`config.mk`:
```
export PLATFORM = sky130hd
export DESIGN_NAME = cfg_window_decoder
export DESIGN_NICKNAME = d
export VERILOG_FILES = /design/src/rtl/cfgw_pkg.sv /design/src/rtl/cfgw_map_ctrl.sv /design/src/rtl/cfgw_addr_decode.sv /design/src/rtl/cfgw_req_stage.sv /design/src/rtl/cfgw_rsp_stage.sv /design/src/rtl/cfg_window_decoder.sv
export SDC_FILE = /design/constraint.sdc
export NUM_CORES = 1
export LEC_CHECK = 0
export BUFFER_PORTS_ARGS = -buffer_cell sky130_fd_sc_hd__buf_2
export CAP_MARGIN = 15
export CORE_ASPECT_RATIO = 0.5
export CORE_MARGIN = 10
export CORE_UTILIZATION = 44
export CTS_CLUSTER_SIZE = 10
export DETAILED_ROUTE_END_ITERATION = 10
export GPL_ROUTABILITY_DRIVEN = 0
export PLACE_DENSITY = 0.69
export SETUP_SLACK_MARGIN = 0.15
export SYNTH_ARGS = -nofsm -noshare
export SYNTH_HDL_FRONTEND = slang
export SYNTH_SLANG_ARGS = --single-unit
```
`constraint.sdc`:
```
create_clock -name clk -period 11.4 [get_ports clk]
set_input_delay 3.42 -clock clk [delete_from_list [all_inputs] [get_ports clk]]
set_output_delay 3.42 -clock clk [all_outputs]
set_load 0.01 [all_outputs]
```
`src/rtl/cfgw_pkg.sv`:
```
package cfgw_pkg;
    localparam int ADDR_W  = 32;
    localparam int DATA_W  = 32;
    localparam int REG_W   = 12;
    localparam int FN_W    = 3;
    localparam int SLOT_W  = 5;
    localparam int BUS_W   = 9;
    localparam int FN_LSB   = REG_W;
    localparam int SLOT_LSB = FN_LSB + FN_W;
    localparam int BUS_LSB  = SLOT_LSB + SLOT_W;
    localparam int OFFS_W   = BUS_LSB + BUS_W;

    typedef enum logic [1:0] {
        ACC_BYTE = 2'd0,
        ACC_HALF = 2'd1,
        ACC_WORD = 2'd2,
        ACC_RSVD = 2'd3
    } acc_size_e;

    typedef struct packed {
        logic [BUS_W-1:0]  bus;
        logic [SLOT_W-1:0] slot;
        logic [FN_W-1:0]   func;
        logic [REG_W-1:0]  offs;
    } cfg_target_t;

    typedef struct packed {
        logic              valid;
        logic              hit;
        logic              write;
        acc_size_e         size;
        cfg_target_t       tgt;
        logic [DATA_W-1:0] wdata;
    } cfg_req_t;

    function automatic logic [DATA_W-1:0] lane_mask(input acc_size_e s);
        logic [DATA_W-1:0] m;
        case (s)
            ACC_BYTE: m = {{(DATA_W-8){1'b0}}, 8'hFF};
            ACC_HALF: m = {{(DATA_W-16){1'b0}}, 16'hFFFF};
            default:  m = '1;
        endcase
        return m;
    endfunction
endpackage

```
`src/rtl/cfgw_map_ctrl.sv`:
```
module cfgw_map_ctrl
    import cfgw_pkg::*;
#(
    parameter int MIN_LOG = 20,
    parameter int MAX_LOG = 28
) (
    input  logic              clk,
    input  logic              rst_n,
    input  logic              upd,
    input  logic              en,
    input  logic [ADDR_W-1:0] new_base,
    input  logic [ADDR_W-1:0] new_size,
    output logic              mapped,
    output logic [ADDR_W-1:0] base,
    output logic [ADDR_W:0]   limit,
    output logic              err
);
    localparam int AW1 = ADDR_W + 1;
    localparam logic [ADDR_W:0] SZ_MIN = AW1'(1) << MIN_LOG;
    localparam logic [ADDR_W:0] SZ_MAX = AW1'(1) << MAX_LOG;

    typedef struct packed {
        logic              mapped;
        logic [ADDR_W-1:0] base;
        logic [ADDR_W:0]   limit;
        logic              err;
    } map_state_t;

    localparam map_state_t MAP_RESET = '{mapped: 1'b0, base: '1, limit: '0, err: 1'b0};

    map_state_t st_d, st_q;
    logic [ADDR_W:0] size_ext;
    logic            size_ok;

    always_comb begin
        size_ext = {1'b0, new_size};
        size_ok  = $onehot(new_size) && (size_ext >= SZ_MIN) && (size_ext <= SZ_MAX);
        st_d     = st_q;
        if (upd) begin
            st_d.mapped = 1'b0;
            st_d.base   = '1;
            st_d.limit  = '0;
            if (en) begin
                if (size_ok) begin
                    st_d.mapped = 1'b1;
                    st_d.base   = new_base;
                    st_d.limit  = {1'b0, new_base} + size_ext;
                end else begin
                    st_d.err = 1'b1;
                end
            end
        end
    end

    always_ff @(posedge clk) begin
        if (!rst_n) st_q <= MAP_RESET;
        else        st_q <= st_d;
    end

    assign mapped = st_q.mapped;
    assign base   = st_q.base;
    assign limit  = st_q.limit;
    assign err    = st_q.err;

    AST_MAP_SIZE_LEGAL: assert property (@(posedge clk) disable iff (!rst_n)
        mapped |-> ($onehot(limit - {1'b0, base}) && ((limit - {1'b0, base}) >= SZ_MIN)
                    && ((limit - {1'b0, base}) <= SZ_MAX)));
    AST_ERR_STICKY: assert property (@(posedge clk) disable iff (!rst_n)
        err |=> err);
    AST_UNMAP_ON_DISABLE: assert property (@(posedge clk) disable iff (!rst_n)
        (upd && !en) |=> (!mapped && (base == '1)));
endmodule

```
`src/rtl/cfgw_addr_decode.sv`:
```
module cfgw_addr_decode
    import cfgw_pkg::*;
(
    input  logic              mapped,
    input  logic [ADDR_W-1:0] base,
    input  logic [ADDR_W:0]   limit,
    input  logic [ADDR_W-1:0] addr,
    output logic              hit,
    output cfg_target_t       tgt
);
    logic [OFFS_W-1:0] offs;

    always_comb begin
        offs     = addr[OFFS_W-1:0] - base[OFFS_W-1:0];
        hit      = mapped && (addr >= base) && ({1'b0, addr} < limit);
        tgt.offs = offs[REG_W-1:0];
        tgt.func = offs[FN_LSB +: FN_W];
        tgt.slot = offs[SLOT_LSB +: SLOT_W];
        tgt.bus  = offs[BUS_LSB +: BUS_W];
    end
endmodule

```
`src/rtl/cfgw_req_stage.sv`:
```
module cfgw_req_stage
    import cfgw_pkg::*;
(
    input  logic              clk,
    input  logic              rst_n,
    input  logic              in_valid,
    input  logic              in_hit,
    input  logic              in_write,
    input  acc_size_e         in_size,
    input  cfg_target_t       in_tgt,
    input  logic [DATA_W-1:0] in_wdata,
    output cfg_req_t          stage
);
    cfg_req_t st_d, st_q;

    always_comb begin
        st_d.valid = in_valid;
        st_d.hit   = in_valid && in_hit;
        st_d.write = in_write;
        st_d.size  = (in_size == ACC_RSVD) ? ACC_WORD : in_size;
        st_d.tgt   = in_tgt;
        st_d.wdata = in_wdata;
    end

    always_ff @(posedge clk) begin
        if (!rst_n) st_q <= '0;
        else        st_q <= st_d;
    end

    assign stage = st_q;

    AST_RSVD_AS_WORD: assert property (@(posedge clk) disable iff (!rst_n)
        (in_valid && in_size == ACC_RSVD) |=> (stage.size == ACC_WORD));
endmodule

```
`src/rtl/cfgw_rsp_stage.sv`:
```
module cfgw_rsp_stage
    import cfgw_pkg::*;
(
    input  logic              clk,
    input  logic              rst_n,
    input  cfg_req_t          stage,
    input  logic              present,
    input  logic [DATA_W-1:0] rdata,
    output logic              rsp_valid,
    output logic [DATA_W-1:0] rsp_rdata
);
    typedef struct packed {
        logic              valid;
        logic [DATA_W-1:0] data;
    } rsp_t;

    rsp_t rsp_d, rsp_q;
    logic [DATA_W-1:0] mask;

    always_comb begin
        mask        = lane_mask(stage.size);
        rsp_d.valid = stage.valid;
        rsp_d.data  = '0;
        if (stage.valid && !stage.write) begin
            if (stage.hit && present) rsp_d.data = rdata & mask;
            else                      rsp_d.data = mask;
        end
    end

    always_ff @(posedge clk) begin
        if (!rst_n) rsp_q <= '0;
        else        rsp_q <= rsp_d;
    end

    assign rsp_valid = rsp_q.valid;
    assign rsp_rdata = rsp_q.data;

    AST_ABSENT_BYTE_ONES: assert property (@(posedge clk) disable iff (!rst_n)
        (stage.valid && !stage.write && !(stage.hit && present) && stage.size == ACC_BYTE)
        |=> (rsp_rdata == {{(DATA_W-8){1'b0}}, 8'hFF}));
    AST_WRITE_RSP_ZERO: assert property (@(posedge clk) disable iff (!rst_n)
        (stage.valid && stage.write) |=> (rsp_valid && rsp_rdata == '0));
endmodule

```
`src/rtl/cfg_window_decoder.sv`:
```
module cfg_window_decoder
    import cfgw_pkg::*;
#(
    parameter int MIN_LOG = 20,
    parameter int MAX_LOG = 28
) (
    input  logic              clk,
    input  logic              rst_n,
    input  logic              cfg_update,
    input  logic              cfg_enable,
    input  logic [ADDR_W-1:0] cfg_base,
    input  logic [ADDR_W-1:0] cfg_size,
    output logic              map_valid,
    output logic [ADDR_W-1:0] map_base,
    output logic              cfg_err,
    input  logic              req_valid,
    input  logic              req_write,
    input  logic [ADDR_W-1:0] req_addr,
    input  logic [1:0]        req_size,
    input  logic [DATA_W-1:0] req_wdata,
    output logic              rsp_valid,
    output logic [DATA_W-1:0] rsp_rdata,
    output logic              dev_req_valid,
    output logic              dev_write,
    output logic [BUS_W-1:0]  dev_bus,
    output logic [SLOT_W-1:0] dev_slot,
    output logic [FN_W-1:0]   dev_func,
    output logic [REG_W-1:0]  dev_offset,
    output logic [1:0]        dev_size,
    output logic [DATA_W-1:0] dev_wdata,
    input  logic              dev_present,
    input  logic [DATA_W-1:0] dev_rdata
);
    logic            win_mapped;
    logic [ADDR_W-1:0] win_base;
    logic [ADDR_W:0]   win_limit;
    logic            dec_hit;
    cfg_target_t     dec_tgt;
    cfg_req_t        stage;

    cfgw_map_ctrl #(.MIN_LOG(MIN_LOG), .MAX_LOG(MAX_LOG)) u_map (
        .clk(clk), .rst_n(rst_n), .upd(cfg_update), .en(cfg_enable),
        .new_base(cfg_base), .new_size(cfg_size),
        .mapped(win_mapped), .base(win_base), .limit(win_limit), .err(cfg_err)
    );

    cfgw_addr_decode u_dec (
        .mapped(win_mapped), .base(win_base), .limit(win_limit),
        .addr(req_addr), .hit(dec_hit), .tgt(dec_tgt)
    );

    cfgw_req_stage u_req (
        .clk(clk), .rst_n(rst_n), .in_valid(req_valid), .in_hit(dec_hit),
        .in_write(req_write), .in_size(acc_size_e'(req_size)), .in_tgt(dec_tgt),
        .in_wdata(req_wdata), .stage(stage)
    );

    cfgw_rsp_stage u_rsp (
        .clk(clk), .rst_n(rst_n), .stage(stage), .present(dev_present),
        .rdata(dev_rdata), .rsp_valid(rsp_valid), .rsp_rdata(rsp_rdata)
    );

    assign map_valid     = win_mapped;
    assign map_base      = win_base;
    assign dev_req_valid = stage.hit;
    assign dev_write     = stage.write;
    assign dev_bus       = stage.tgt.bus;
    assign dev_slot      = stage.tgt.slot;
    assign dev_func      = stage.tgt.func;
    assign dev_offset    = stage.tgt.offs;
    assign dev_size      = stage.size;
    assign dev_wdata     = stage.wdata;

    AST_NO_DECODE_UNMAPPED: assert property (@(posedge clk) disable iff (!rst_n)
        dev_req_valid |-> $past(map_valid));
    AST_DEV_NEEDS_REQ: assert property (@(posedge clk) disable iff (!rst_n)
        dev_req_valid |-> $past(req_valid));
    AST_RSP_FOLLOWS_DEV: assert property (@(posedge clk) disable iff (!rst_n)
        dev_req_valid |=> rsp_valid);
endmodule

```
==> metrics.txt, run 1 <==
# TYPE chip_impl_metric gauge
chip_impl_info{name="outcome",value="complete, no violations"} 1
chip_impl_metric{name="final.min_clock_period",unit="ps"} 8430
chip_impl_metric{name="start_util",unit="%"} 45.0
chip_impl_metric{name="grt_start_max_net_pins",unit=""} 83
chip_impl_metric{name="number_of_levels_the_h_tree_was_split_into",unit=""} 4
chip_impl_metric{name="final_net_count",unit=""} 1819
chip_impl_metric{name="worst-path-max-fanout",unit=""} 34
chip_impl_metric{name="postSynth.asyncResetShare",unit="%"} 0
chip_impl_metric{name="post_cts_hold_fix_bufs",unit=""} 0
chip_impl_metric{name="post_synth_inst_count",unit=""} 1259
chip_impl_metric{name="cap_viol_max_count",unit=""} 0
chip_impl_info{name="worstSetupPathType",value="input pin to flop"} 1
chip_impl_metric{name="critPathRequiredTime",unit="ps"} 11760
chip_impl_metric{name="powerDensity",unit="nW/um^2"} 134
chip_impl_metric{name="clock_buffer_count_from_cts",unit=""} 17
chip_impl_metric{name="antenna_found_initial",unit=""} 3
chip_impl_metric{name="critPathMaxStageDelay",unit="ps"} 530
chip_impl_info{name="endpoint_kind",value="flop"} 1
chip_impl_metric{name="fmax",unit="MHz"} 119
chip_impl_metric{name="maxSlewViolCount",unit=""} 0
chip_impl_metric{name="numPortBuffers",unit=""} 300
chip_impl_info{name="critical_path_slowest_stage_cell",value="sky130_fd_sc_hd__fa_1"} 1
chip_impl_metric{name="synth-seq-cells",unit=""} 166
chip_impl_metric{name="totalPowerFinal",unit="uW"} 1710
chip_impl_metric{name="tns",unit="ps"} 0
chip_impl_metric{name="worst_slew_pin_slew",unit="ps"} 1040
chip_impl_metric{name="avgRoutedWirePerCell",unit="um"} 17.9
chip_impl_metric{name="synthesis.area",unit="um^2"} 10800
chip_impl_metric{name="antenna_left",unit=""} 0
chip_impl_metric{name="cts.repair.resized",unit=""} 0
chip_impl_metric{name="drt-vias-per-instance",unit=""} 5.22
chip_impl_info{name="timing.critical_path.from_type",value="input pin"} 1
chip_impl_info{name="min-delay-path-class",value="flop to flop"} 1
chip_impl_metric{name="fin_ws",unit="ps"} 2970
chip_impl_metric{name="synth_seq_area_share",unit="%"} 30.7
chip_impl_metric{name="io_pins",unit=""} 301
chip_impl_info{name="cts_tree",value="yes"} 1
chip_impl_info{name="clock-root-buffer",value="sky130_fd_sc_hd__clkbuf_16"} 1
chip_impl_metric{name="floorplan.die_area",unit="um^2"} 31700
chip_impl_metric{name="area_growth",unit="%"} 17.8
chip_impl_metric{name="std_cell_rows",unit=""} 40
chip_impl_info{name="cp_cell_sequence",value="buf_2 -> inv_1 -> ha_1 -> inv_1 -> fa_1 -> fa_1 -> fa_1 -> fa_1 -> fa_1 -> inv_1 -> ha_1 -> inv_1 -> fa_1 -> a2111oi_0 -> a21oi_1 -> a211o_1 -> or2_1 -> buf_4 -> clkinv_8 -> nand2_8 -> o21ai_1"} 1
chip_impl_metric{name="synth-edff-count",unit=""} 0
chip_impl_info{name="critPathMostFrequentCell",value="sky130_fd_sc_hd__fa_1"} 1
chip_impl_info{name="synthFlopType",value="sky130_fd_sc_hd__dfxtp_1"} 1
chip_impl_metric{name="route.final.wire_length",unit="um"} 32900
chip_impl_metric{name="grt_remaining_overflow",unit=""} 0
chip_impl_metric{name="leakagePower",unit="uW"} 0.00640
chip_impl_info{name="synth_largest_area_cell",value="sky130_fd_sc_hd__dfxtp_1"} 1
chip_impl_metric{name="global_route_wire_length_before_repair",unit="um"} 50500
chip_impl_metric{name="finalSetupViolCount",unit=""} 0
chip_impl_metric{name="floorplan.die.height",unit="um"} 131
chip_impl_metric{name="post-route-drc-count",unit=""} 0
chip_impl_metric{name="global_route.usage.total",unit="%"} 19.9
chip_impl_metric{name="critPathArrivalTime",unit="ps"} 8780
chip_impl_metric{name="vdd_drop_max",unit="mV"} 0.0910
chip_impl_metric{name="drt_first_pass_iters",unit=""} 6
chip_impl_metric{name="core_area",unit="um^2"} 24100
chip_impl_metric{name="library_cells_used_by_synthesis",unit=""} 58
chip_impl_info{name="layout.cells.most_common",value="sky130_fd_sc_hd__buf_2"} 1
chip_impl_metric{name="die_extent_in_x",unit="um"} 242
chip_impl_info{name="yosys-top-cells-area",value="sky130_fd_sc_hd__dfxtp_1 31%, sky130_fd_sc_hd__ha_1 16%, sky130_fd_sc_hd__inv_1 5.2%"} 1
chip_impl_metric{name="cts_post_setup_buffers_inserted",unit=""} 0
chip_impl_metric{name="numClockSinks",unit=""} 166
chip_impl_metric{name="hold_viol",unit=""} 0
chip_impl_info{name="rsz0062_at_grt",value="no"} 1
chip_impl_metric{name="syn_nets",unit=""} 1596
chip_impl_metric{name="cts_max_path_buffers",unit=""} 2
chip_impl_metric{name="post-route-period-util",unit="%"} 73.9
chip_impl_metric{name="via_count_of_the_first_global_routing_pass",unit=""} 9308
chip_impl_metric{name="fin_hold_ws",unit="ps"} 454
chip_impl_info{name="mostFrequentLayoutCells",value="300 x sky130_fd_sc_hd__buf_2, 166 x sky130_fd_sc_hd__dfxtp_1, 150 x sky130_fd_sc_hd__inv_1"} 1
chip_impl_metric{name="worst_skew_pair.late_latency",unit="ps"} 430
chip_impl_metric{name="clock_skew",unit="ps"} 13.4
chip_impl_metric{name="dp.final_hpwl",unit="um"} 27600
chip_impl_metric{name="pre_cts_ws",unit="ps"} 2550
chip_impl_metric{name="drive_gt1_share",unit="%"} 23.1
chip_impl_metric{name="count_of_warnings_emitted_by_yosys",unit=""} 0
chip_impl_metric{name="syn-mean-instance-area",unit="um^2"} 8.60
chip_impl_metric{name="worst_setup_hold_path_clk_slew",unit="ps"} 70
chip_impl_metric{name="yosysTopAreaCellShare",unit="%"} 30.7
chip_impl_metric{name="layout.filler_cells",unit=""} 2246
chip_impl_metric{name="drtIter0Drc",unit=""} 668
chip_impl_metric{name="vias",unit=""} 9566
chip_impl_metric{name="timing.max_slew.rel_slack",unit="%"} 30.7
[worst max-delay path: cells and delay by family]
family,cells,cell delay (ps)
buffers and inverters,7,750
AND/OR/NAND/NOR,2,320
adder cells (fa/ha/maj),8,3320
AO/OA/AOI/OAI,4,950
[registers in the layout (all words and copies together) (netlist names)]
name,count
u_map.base,32
u_map.err,1
u_map.limit,33
u_map.mapped,1
u_req.stage,66
u_rsp.rsp_rdata,32
u_rsp.rsp_valid,1
[final cells by class]
type                            instances  area, um^2  share of cell area (%)
Antenna cell                            3        7.51                  0.0589
Clock buffer                           17         425                    3.34
Clock inverter                         15         178                    1.39
Inverter                              151         579                    4.54
Multi-Input combinational cell        841        6280                    49.2
Sequential cell                       166        3320                    26.1
Tap cell                              336         420                    3.30
Timing Repair Buffer                  305        1540                    12.1
[kinds of logic after synthesis]
logic type | after synthesis | synth area share, %
simple gates | 321 | 14.4
fa+ha+maj | 168 | 21.4
flops | 166 | 30.7
buf+inv | 252 | 11.3
xor+xnor | 47 | 3.80
mux | 5 | 0.462
compound gates | 300 | 18.0
[synthesized netlist by cell type, types with 6 or more instances]
cell type and count:
sky130_fd_sc_hd__a22oi_1 13, sky130_fd_sc_hd__inv_1 150, sky130_fd_sc_hd__o211ai_1 10, sky130_fd_sc_hd__o21ai_1 19, sky130_fd_sc_hd__nand2_1 100, sky130_fd_sc_hd__nor3_1 15, sky130_fd_sc_hd__and2_1 40, sky130_fd_sc_hd__a211oi_1 6
sky130_fd_sc_hd__nand4_1 14, sky130_fd_sc_hd__ha_1 140, sky130_fd_sc_hd__a211o_1 6, sky130_fd_sc_hd__xor2_1 25, sky130_fd_sc_hd__nand2b_1 14, sky130_fd_sc_hd__clkbuf_1 28, sky130_fd_sc_hd__o22ai_1 33, sky130_fd_sc_hd__a21oi_1 64
sky130_fd_sc_hd__o21ai_0 37, sky130_fd_sc_hd__xnor2_1 22, sky130_fd_sc_hd__a31oi_1 7, sky130_fd_sc_hd__buf_4 64, sky130_fd_sc_hd__nor2b_1 9, sky130_fd_sc_hd__nand3_1 19, sky130_fd_sc_hd__o21bai_1 6, sky130_fd_sc_hd__o21a_1 39
sky130_fd_sc_hd__nor2_1 76, sky130_fd_sc_hd__fa_1 28, sky130_fd_sc_hd__a21o_1 28, sky130_fd_sc_hd__and3_1 8, sky130_fd_sc_hd__dfxtp_1 166
[worst paths after layout]
check                                      from         endpoint  slack [ps]  cells past startpoint
worst min-delay path            u_map.limit[16]  u_map.limit[16]         450                      2
worst max register to register    u_map.base[0]  u_req.stage[64]        8020                     10
worst max-delay path               cfg_size[30]  u_map.limit[31]        2970                     21
worst min register to register  u_map.limit[16]  u_map.limit[16]         450                      2
[through the flow]
| stage | cell area, um^2 | utilization, % | instances |
|---|---|---|---|
| 6_report | 12800 | 53.0 | 1834 |
| 5_1_grt | 12800 | 53.0 | 1834 |
| 4_1_cts | 12700 | 52.9 | 1831 |
| 3_5_place_dp | 12100 | 50.4 | 1799 |
| 3_3_place_gp | 12100 | 50.4 | 1799 |
| 2_1_floorplan | 10800 | - | 1259 |
[power breakdown]
group	leakage, uW	total (uW)	switching (uW)	internal (uW)
Sequential	0.00136	600	4.25	595
Clock	0.000290	588	273	315
Combinational	0.00475	521	293	228
Total	0.00640	1710	571	1140
[layer usage]
| layer | vias to the layer above | GRT usage [%] | part of all wire, % |
|---|---|---|---|
| met2 | 327 | 34.6 | 49 |
| li1 | 4696 | - | - |
| met5 | - | 0 | 0 |
| met3 | 38 | 3.75 | 5.6 |
| met1 | 4505 | 24.9 | 44 |
| met4 | 0 | 6.14 | 1.9 |
No activity file was read; power rests on OpenSTA's default activity.
==> run 2: changes to the inputs <==
ABC_AREA = 1   (was default)
PLACE_DENSITY = 0.68   (was 0.69)
clock period = 7.95 ns   (was 11.4 ns; I/O delays follow)
==> run 2 against run 1 <==
Cell area grew 11%. Wire length grew 13%. Worst hold slack gained 7.8 ps. Critical endpoint is now u_map.limit[21]. First-iteration DRC count grew 11%. Highest routed layer unchanged. Via count grew 19%. Die area grew 11%. Utilization shrank 0.35 points. Count of clock-buffer cells in the layout is the same. Synthesized area grew 12%.
==> metrics.txt, run 2 <==
# TYPE chip_impl_metric gauge
chip_impl_info{name="outcome",value="complete, no violations"} 1
chip_impl_metric{name="floorplan.die_area",unit="um^2"} 35000
chip_impl_metric{name="std_cell_rows",unit=""} 42
chip_impl_metric{name="layout.filler_cells",unit=""} 2733
chip_impl_info{name="synth_largest_area_cell",value="sky130_fd_sc_hd__dfxtp_1"} 1
chip_impl_info{name="cp_cell_sequence",value="buf_2 -> inv_1 -> ha_1 -> inv_1 -> fa_1 -> fa_1 -> fa_1 -> fa_1 -> fa_1 -> inv_1 -> ha_1 -> inv_1 -> fa_1 -> nand3_1 -> nor3_2 -> nand3_4 -> nor2_8 -> buf_4 -> nand3_1 -> a21oi_1"} 1
chip_impl_metric{name="finalInstanceArea",unit="um^2"} 14100
chip_impl_metric{name="avgRoutedWirePerCell",unit="um"} 15.6
chip_impl_info{name="hold_path_startpoint",value="u_req.stage[65]"} 1
chip_impl_metric{name="fin_ws",unit="ps"} 958
chip_impl_info{name="cell_with_the_most_instances_after_synthesis",value="sky130_fd_sc_hd__nand2_1"} 1
chip_impl_metric{name="number_of_levels_the_h_tree_was_split_into",unit=""} 4
chip_impl_metric{name="worst-path-max-fanout",unit=""} 24
chip_impl_metric{name="route.final.wire_length",unit="um"} 37200
chip_impl_metric{name="area_growth",unit="%"} 16.2
chip_impl_info{name="worstReg2RegStart",value="u_map.base[0]"} 1
chip_impl_metric{name="critPathArrivalTime",unit="ps"} 7330
chip_impl_metric{name="postPlaceCellArea",unit="um^2"} 13500
chip_impl_metric{name="met1_usage",unit="%"} 25.5
chip_impl_metric{name="grt_start_max_net_pins",unit=""} 52
chip_impl_metric{name="start_util",unit="%"} 45.3
chip_impl_metric{name="cts_post_setup_buffers_inserted",unit=""} 0
chip_impl_metric{name="synth_seq_area_share",unit="%"} 27.4
chip_impl_metric{name="synth-edff-count",unit=""} 0
chip_impl_info{name="cts_tree",value="yes"} 1
chip_impl_info{name="min-delay-path-class",value="flop to flop"} 1
chip_impl_metric{name="count_of_warnings_emitted_by_yosys",unit=""} 0
chip_impl_metric{name="antenna_left",unit=""} 0
chip_impl_metric{name="dp_cells",unit=""} 2342
chip_impl_metric{name="via_count_of_the_first_global_routing_pass",unit=""} 10934
chip_impl_metric{name="timing.max_slew.rel_slack",unit="%"} 29.6
chip_impl_metric{name="dp.final_hpwl",unit="um"} 31600
chip_impl_metric{name="post_cts_hold_fix_bufs",unit=""} 0
chip_impl_metric{name="final.min_clock_period",unit="ps"} 6990
chip_impl_metric{name="worst_slew_pin_slew",unit="ps"} 1050
chip_impl_info{name="yosys-top-cells-area",value="sky130_fd_sc_hd__dfxtp_1 27%, sky130_fd_sc_hd__nand2_1 15%, sky130_fd_sc_hd__ha_1 14%"} 1
chip_impl_metric{name="critPathMaxStageDelay",unit="ps"} 520
chip_impl_metric{name="pre_cts_ws",unit="ps"} 552
chip_impl_info{name="synthFlopType",value="sky130_fd_sc_hd__dfxtp_1"} 1
chip_impl_info{name="startpoint",value="cfg_size[31]"} 1
chip_impl_metric{name="synthesis.area",unit="um^2"} 12100
chip_impl_metric{name="post-route-drc-count",unit=""} 0
chip_impl_metric{name="vias",unit=""} 11369
chip_impl_metric{name="vdd_drop_max",unit="mV"} 0.155
chip_impl_metric{name="worst_r2r_path_depth",unit=""} 9
chip_impl_metric{name="tns",unit="ps"} 0
chip_impl_metric{name="register_area",unit="um^2"} 3320
chip_impl_metric{name="worst_setup_hold_path_clk_slew",unit="ps"} 70
chip_impl_metric{name="finalSetupViolCount",unit=""} 0
chip_impl_metric{name="drt-vias-per-instance",unit=""} 4.78
chip_impl_metric{name="layout.cells.non_filler",unit=""} 2379
chip_impl_metric{name="reg2reg_slack",unit="ps"} 5780
chip_impl_metric{name="cts.repair.resized",unit=""} 0
chip_impl_metric{name="clock_buffer_count_from_cts",unit=""} 17
chip_impl_info{name="critPathMostFrequentCell",value="sky130_fd_sc_hd__fa_1"} 1
chip_impl_info{name="end_point_of_the_most_critical_hold_path",value="u_rsp.rsp_valid"} 1
chip_impl_metric{name="fmax",unit="MHz"} 143
chip_impl_metric{name="grt_remaining_overflow",unit=""} 0
chip_impl_metric{name="grt_util_met2",unit="%"} 35.8
chip_impl_metric{name="yosysTopAreaCellShare",unit="%"} 27.4
chip_impl_info{name="endpoint_kind",value="flop"} 1
chip_impl_metric{name="clock_skew",unit="ps"} 10.5
chip_impl_metric{name="global_route.usage.total",unit="%"} 20.3
chip_impl_metric{name="worst_hold_path.num_cells",unit=""} 2
chip_impl_metric{name="postLayoutCoreUtil",unit="%"} 52.6
chip_impl_info{name="timing.critical_path.from_type",value="input pin"} 1
chip_impl_info{name="worstSetupPathType",value="input pin to flop"} 1
chip_impl_info{name="mostFrequentLayoutCells",value="474 x sky130_fd_sc_hd__nand2_1, 335 x sky130_fd_sc_hd__inv_1, 300 x sky130_fd_sc_hd__buf_2"} 1
chip_impl_metric{name="multiInputGateArea",unit="um^2"} 6920
chip_impl_metric{name="global_route_wire_length_before_repair",unit="um"} 56500
chip_impl_metric{name="floorplan.die.height",unit="um"} 137
chip_impl_metric{name="worst_skew_pair.late_latency",unit="ps"} 420
chip_impl_info{name="clock-root-buffer",value="sky130_fd_sc_hd__clkbuf_16"} 1
chip_impl_metric{name="library_cells_used_by_synthesis",unit=""} 42
chip_impl_metric{name="postSynth.asyncResetShare",unit="%"} 0
chip_impl_metric{name="syn_nets",unit=""} 2117
chip_impl_metric{name="grt.met3_usage",unit="%"} 2.75
chip_impl_info{name="netlist_top_cells_count",value="474 x sky130_fd_sc_hd__nand2_1, 335 x sky130_fd_sc_hd__inv_1, 196 x sky130_fd_sc_hd__nor2_1, 166 x sky130_fd_sc_hd__dfxtp_1, 140 x sky130_fd_sc_hd__ha_1"} 1
chip_impl_metric{name="powerDensity",unit="nW/um^2"} 185
chip_impl_metric{name="die_extent_in_x",unit="um"} 255
chip_impl_metric{name="antenna_found_initial",unit=""} 4
chip_impl_info{name="gr_busiest_metal",value="met2"} 1
chip_impl_info{name="critical_path_slowest_stage_cell",value="sky130_fd_sc_hd__fa_1"} 1
chip_impl_metric{name="drt_first_pass_iters",unit=""} 5
chip_impl_metric{name="io_pins",unit=""} 301
chip_impl_metric{name="post_synth_inst_count",unit=""} 1780
chip_impl_metric{name="hold_viol",unit=""} 0
chip_impl_metric{name="max_reg_flops",unit=""} 66
chip_impl_metric{name="drive_gt1_share",unit="%"} 18.0
chip_impl_metric{name="post-route-period-util",unit="%"} 87.9
chip_impl_metric{name="numClockSinks",unit=""} 166
chip_impl_metric{name="critPathRequiredTime",unit="ps"} 8290
chip_impl_metric{name="core_area",unit="um^2"} 26800
chip_impl_metric{name="leakagePower",unit="uW"} 0.00798
chip_impl_info{name="layout.cells.most_common",value="sky130_fd_sc_hd__nand2_1"} 1
chip_impl_metric{name="numPortBuffers",unit=""} 300
chip_impl_metric{name="final_net_count",unit=""} 2346
chip_impl_metric{name="cts_max_path_buffers",unit=""} 2
chip_impl_info{name="rsz0062_at_grt",value="no"} 1
chip_impl_metric{name="maxSlewViolCount",unit=""} 0
chip_impl_metric{name="synth-seq-cells",unit=""} 166
chip_impl_metric{name="drtIter0Drc",unit=""} 744
chip_impl_metric{name="cap_viol_max_count",unit=""} 0
chip_impl_metric{name="syn-mean-instance-area",unit="um^2"} 6.82
chip_impl_info{name="rr_endpoint",value="u_req.stage[50]"} 1
## run 2: cell count changes in the layout (fill, tap and decap cells not counted), sizes merged, moves of 35 or more
cell and change:
nor2 +122, nand2 +374, nand3 +50, a21oi +57, o21a -35, and2 -38, inv +184
## run 2: metrics by stage
step                hold WS, ps  total power (uW)
detailed placement          441              1780
CTS                         467              2630
floorplan                   409              1550
global route                483              2800
finish                      461              2600
global placement            445              1780
## run 2: final cells by class
class	instances	share of cell area, %
Multi-Input combinational cell	1183	49.1
Sequential cell	166	23.6
Timing Repair Buffer	303	10.8
Inverter	338	9.01
Tap cell	352	3.12
Clock buffer	17	3.02
Clock inverter	15	1.31
Antenna cell	5	0.0887
## run 2: cell families (layout without fill, tap and decap cells)
family / Yosys count / count (layout) / share of synthesized area [%]
flops: 166 / 166 / 27.4
fa+ha+maj: 168 / 168 / 19.0
buf+inv: 431 / 673 / 15.6
compound gates: 213 / 213 / 10.6
simple gates: 784 / 784 / 26.1
xor+xnor: 18 / 18 / 1.30
other cells: 0 / 5 / 0
## run 2: worst max path at each step
stage / endpoint / slack, ps
finish: u_map.limit[21] / 960
CTS: u_map.limit[21] / 940
detailed placement: u_map.limit[17] / 550
global placement: u_map.limit[30] / 620
floorplan: u_map.base[10] / 990
global route: u_map.limit[21] / 640
## run 2: power by group
part           total, uW  switching (uW)  leakage (uW)  internal, uW
Clock                837             384      0.000299           453
Sequential           878            13.8       0.00136           864
Combinational        888             531       0.00632           357
## run 2: routing by layer
layer | part of all wire, % | vias up | wire (um)
met5 | 0 | - | 0
met4 | 1.7 | 0 | 624
met3 | 6.1 | 34 | 2260
met2 | 48 | 306 | 17900
met1 | 44 | 5087 | 16400
li1 | - | 5942 | -
## run 2: worst max-delay path, delay by kind of cell
family / cells / cell delay, ps
AO/OA/AOI/OAI: 1 / 160
buffers and inverters: 6 / 620
AND/OR/NAND/NOR: 5 / 770
adder cells (fa/ha/maj): 8 / 3390
==> run 3: changes to the inputs <==
clock period = 8.4 ns   (was 7.95 ns; I/O delays follow)
==> run 3 against run 2 <==
Register-to-register slack better by 370 ps. Largest power group unchanged. Global-route usage about the same. Sequential power down 5.4%. Critical path type unchanged.
==> metrics.txt, run 3 (synthesis results as in run 2) <==
# TYPE chip_impl_metric gauge
chip_impl_metric{name="switchingPower",unit="uW"} 882
chip_impl_metric{name="leakagePower",unit="uW"} 0.00796
chip_impl_metric{name="grt_start_max_net_pins",unit=""} 91
chip_impl_info{name="cp_cell_sequence",value="buf_2 -> ha_1 -> inv_1 -> fa_1 -> inv_1 -> fa_1 -> inv_1 -> fa_1 -> fa_1 -> fa_1 -> inv_1 -> ha_1 -> inv_1 -> fa_1 -> nand3_1 -> nor3_2 -> nand3_4 -> nor2_8 -> inv_4 -> o22ai_1 -> nand2_1"} 1
chip_impl_metric{name="floorplan.die.height",unit="um"} 137
chip_impl_metric{name="core_area",unit="um^2"} 26800
chip_impl_metric{name="final_net_count",unit=""} 2345
chip_impl_metric{name="post-route-drc-count",unit=""} 0
chip_impl_metric{name="cts_post_setup_buffers_inserted",unit=""} 0
chip_impl_info{name="mostFrequentLayoutCells",value="474 x sky130_fd_sc_hd__nand2_1, 335 x sky130_fd_sc_hd__inv_1, 300 x sky130_fd_sc_hd__buf_2"} 1
chip_impl_metric{name="worstPathBufferInverterCount",unit=""} 7
chip_impl_metric{name="post_cts_hold_fix_bufs",unit=""} 0
chip_impl_metric{name="cts_max_path_buffers",unit=""} 2
chip_impl_metric{name="clock_skew",unit="ps"} 13.2
chip_impl_metric{name="grt_remaining_overflow",unit=""} 0
chip_impl_metric{name="antenna_left",unit=""} 0
chip_impl_info{name="cts_tree",value="yes"} 1
chip_impl_info{name="timing.critical_path.from_type",value="input pin"} 1
chip_impl_info{name="layout.cells.most_common",value="sky130_fd_sc_hd__nand2_1"} 1
chip_impl_metric{name="via_count_of_the_first_global_routing_pass",unit=""} 10826
chip_impl_metric{name="dp.final_hpwl",unit="um"} 31600
chip_impl_info{name="clock-root-buffer",value="sky130_fd_sc_hd__clkbuf_16"} 1
chip_impl_metric{name="fmax",unit="MHz"} 136
chip_impl_metric{name="internal_power",unit="uW"} 1560
chip_impl_metric{name="finalSetupViolCount",unit=""} 0
chip_impl_metric{name="vias",unit=""} 11519
chip_impl_metric{name="worst_skew_pair.late_latency",unit="ps"} 430
chip_impl_metric{name="numPortBuffers",unit=""} 300
chip_impl_metric{name="reg2reg_slack",unit="ps"} 6150
chip_impl_metric{name="drt_first_pass_iters",unit=""} 5
chip_impl_info{name="worstReg2RegStart",value="u_map.base[0]"} 1
chip_impl_metric{name="critPathArrivalTime",unit="ps"} 7650
chip_impl_metric{name="std_cell_rows",unit=""} 42
chip_impl_metric{name="number_of_levels_the_h_tree_was_split_into",unit=""} 4
chip_impl_metric{name="fraction_of_power_spent_switching_nets",unit="%"} 36.2
chip_impl_metric{name="timing.max_slew.rel_slack",unit="%"} 33.2
chip_impl_metric{name="clock_buffer_count_from_cts",unit=""} 17
chip_impl_metric{name="global_route.usage.total",unit="%"} 20.3
chip_impl_info{name="endpoint_kind",value="flop"} 1
chip_impl_info{name="critPathMostFrequentCell",value="sky130_fd_sc_hd__fa_1"} 1
chip_impl_info{name="min-delay-path-class",value="flop to flop"} 1
chip_impl_metric{name="antenna_found_initial",unit=""} 3
chip_impl_metric{name="worst_setup_hold_path_clk_slew",unit="ps"} 70
chip_impl_info{name="worstSetupPathType",value="input pin to flop"} 1
chip_impl_metric{name="tns",unit="ps"} 0
chip_impl_metric{name="post-route-period-util",unit="%"} 87.8
chip_impl_metric{name="powerDensity",unit="nW/um^2"} 174
chip_impl_metric{name="worst_slew_pin_slew",unit="ps"} 999
chip_impl_metric{name="worst_r2r_path_depth",unit=""} 9
chip_impl_metric{name="power.share.clock",unit="%"} 31.4
chip_impl_metric{name="numClockSinks",unit=""} 166
chip_impl_metric{name="max_reg_flops",unit=""} 66
chip_impl_metric{name="drtIter0Drc",unit=""} 721
chip_impl_metric{name="global_route_wire_length_before_repair",unit="um"} 56400
chip_impl_metric{name="critPathRequiredTime",unit="ps"} 8670
chip_impl_metric{name="share_seq_of_total_power",unit="%"} 34.0
chip_impl_info{name="rr_endpoint",value="u_req.stage[50]"} 1
chip_impl_metric{name="route.final.wire_length",unit="um"} 37200
chip_impl_metric{name="fin_hold_ws",unit="ps"} 461
chip_impl_metric{name="cap_viol_max_count",unit=""} 0
chip_impl_metric{name="drt-vias-per-instance",unit=""} 4.85
chip_impl_metric{name="avgRoutedWirePerCell",unit="um"} 15.6
chip_impl_metric{name="cp.depth",unit=""} 21
chip_impl_metric{name="hold_viol",unit=""} 0
chip_impl_metric{name="worst_hold_path.num_cells",unit=""} 2
chip_impl_info{name="outcome",value="complete, no violations"} 1
chip_impl_info{name="rsz0062_at_grt",value="no"} 1
chip_impl_metric{name="layout.filler_cells",unit=""} 2734
chip_impl_metric{name="cts.repair.resized",unit=""} 0
chip_impl_metric{name="vdd_drop_max",unit="mV"} 0.144
chip_impl_info{name="critical_path_slowest_stage_cell",value="sky130_fd_sc_hd__fa_1"} 1
chip_impl_info{name="critical-path-top-delay-family",value="adder cells"} 1
chip_impl_metric{name="critPathMaxStageDelay",unit="ps"} 550
chip_impl_metric{name="maxSlewViolCount",unit=""} 0
chip_impl_info{name="hold_path_startpoint",value="u_req.stage[65]"} 1
chip_impl_metric{name="start_util",unit="%"} 45.3
chip_impl_metric{name="die_extent_in_x",unit="um"} 255
chip_impl_metric{name="final.min_clock_period",unit="ps"} 7380
chip_impl_metric{name="io_pins",unit=""} 301
chip_impl_metric{name="worst-path-max-fanout",unit=""} 33
chip_impl_metric{name="pwr-share-comb",unit="%"} 34.5
chip_impl_metric{name="area_growth",unit="%"} 15.8
chip_impl_metric{name="drive_gt1_share",unit="%"} 18.0
chip_impl_info{name="end_point_of_the_most_critical_hold_path",value="u_rsp.rsp_valid"} 1
chip_impl_metric{name="floorplan.die_area",unit="um^2"} 35000
==> run 3: changes by cell type in the layout (fill, tap and decap cells not counted), sizes merged <==
cell,previous run,this run
buf,303,302
bufinv,1,0
diode,5,3
inv,343,344
==> run 3: layer usage <==
| layer | track usage, % | part of all wire [%] | vias to the layer above | wire length (um) |
|---|---|---|---|---|
| met4 | 6.64 | 2.5 | 0 | 916 |
| met3 | 3.57 | 7.6 | 57 | 2840 |
| li1 | - | - | 5936 | - |
| met1 | 25.1 | 43 | 5141 | 15900 |
| met2 | 35.6 | 47 | 385 | 17500 |
| met5 | 0 | 0 | - | 0 |
==> run 3: worst max path at each step <==
stage | start | to
finish | cfg_size[8] | u_map.base[20]
CTS | cfg_size[8] | u_map.base[20]
global route | cfg_size[8] | u_map.base[20]
detailed placement | cfg_size[8] | u_map.base[31]
global placement | cfg_size[30] | u_map.base[17]
floorplan | cfg_size[30] | u_map.base[10]
==> run 3: final cells by class <==
class	instances	area, um^2	share of cell area (%)
Clock inverter	15	158	1.12
Antenna cell	3	7.51	0.0534
Timing Repair Buffer	302	1520	10.8
Tap cell	352	440	3.13
Sequential cell	166	3320	23.6
Inverter	338	1270	9.04
Multi-Input combinational cell	1183	6920	49.2
Clock buffer	17	425	3.02
==> run 3: power by group through the flow <==
stage / Clock, uW / Combinational [uW] / Sequential, uW
4_1_cts: 783 / 843 / 831
6_report: 767 / 843 / 831
5_1_grt: 818 / 954 / 833
2_1_floorplan: 0 / 619 / 850
3_5_place_dp: 0 / 839 / 849
3_3_place_gp: 0 / 822 / 848
==> run 3: per-stage QoR <==
step	total power (uW)	setup slack [ps]	cell area, um^2	util [%]	cells
after floorplan	1470	1310	12100	-	1780
after global placement	1670	723	13500	50.3	2341
after detailed placement	1690	625	13500	50.3	2341
after CTS	2460	1040	14100	52.5	2373
after global routing	2610	695	14100	52.5	2376
final	2440	1020	14100	52.5	2376
==> run 3: worst min-delay path, delay by kind of cell, from the launching register on <==
| family | cells | cell delay, ps |
|---|---|---|
| buffers and inverters | 1 | 50 |
| and+or+nand+nor | 1 | 70 |
| DFF | 1 | 310 |
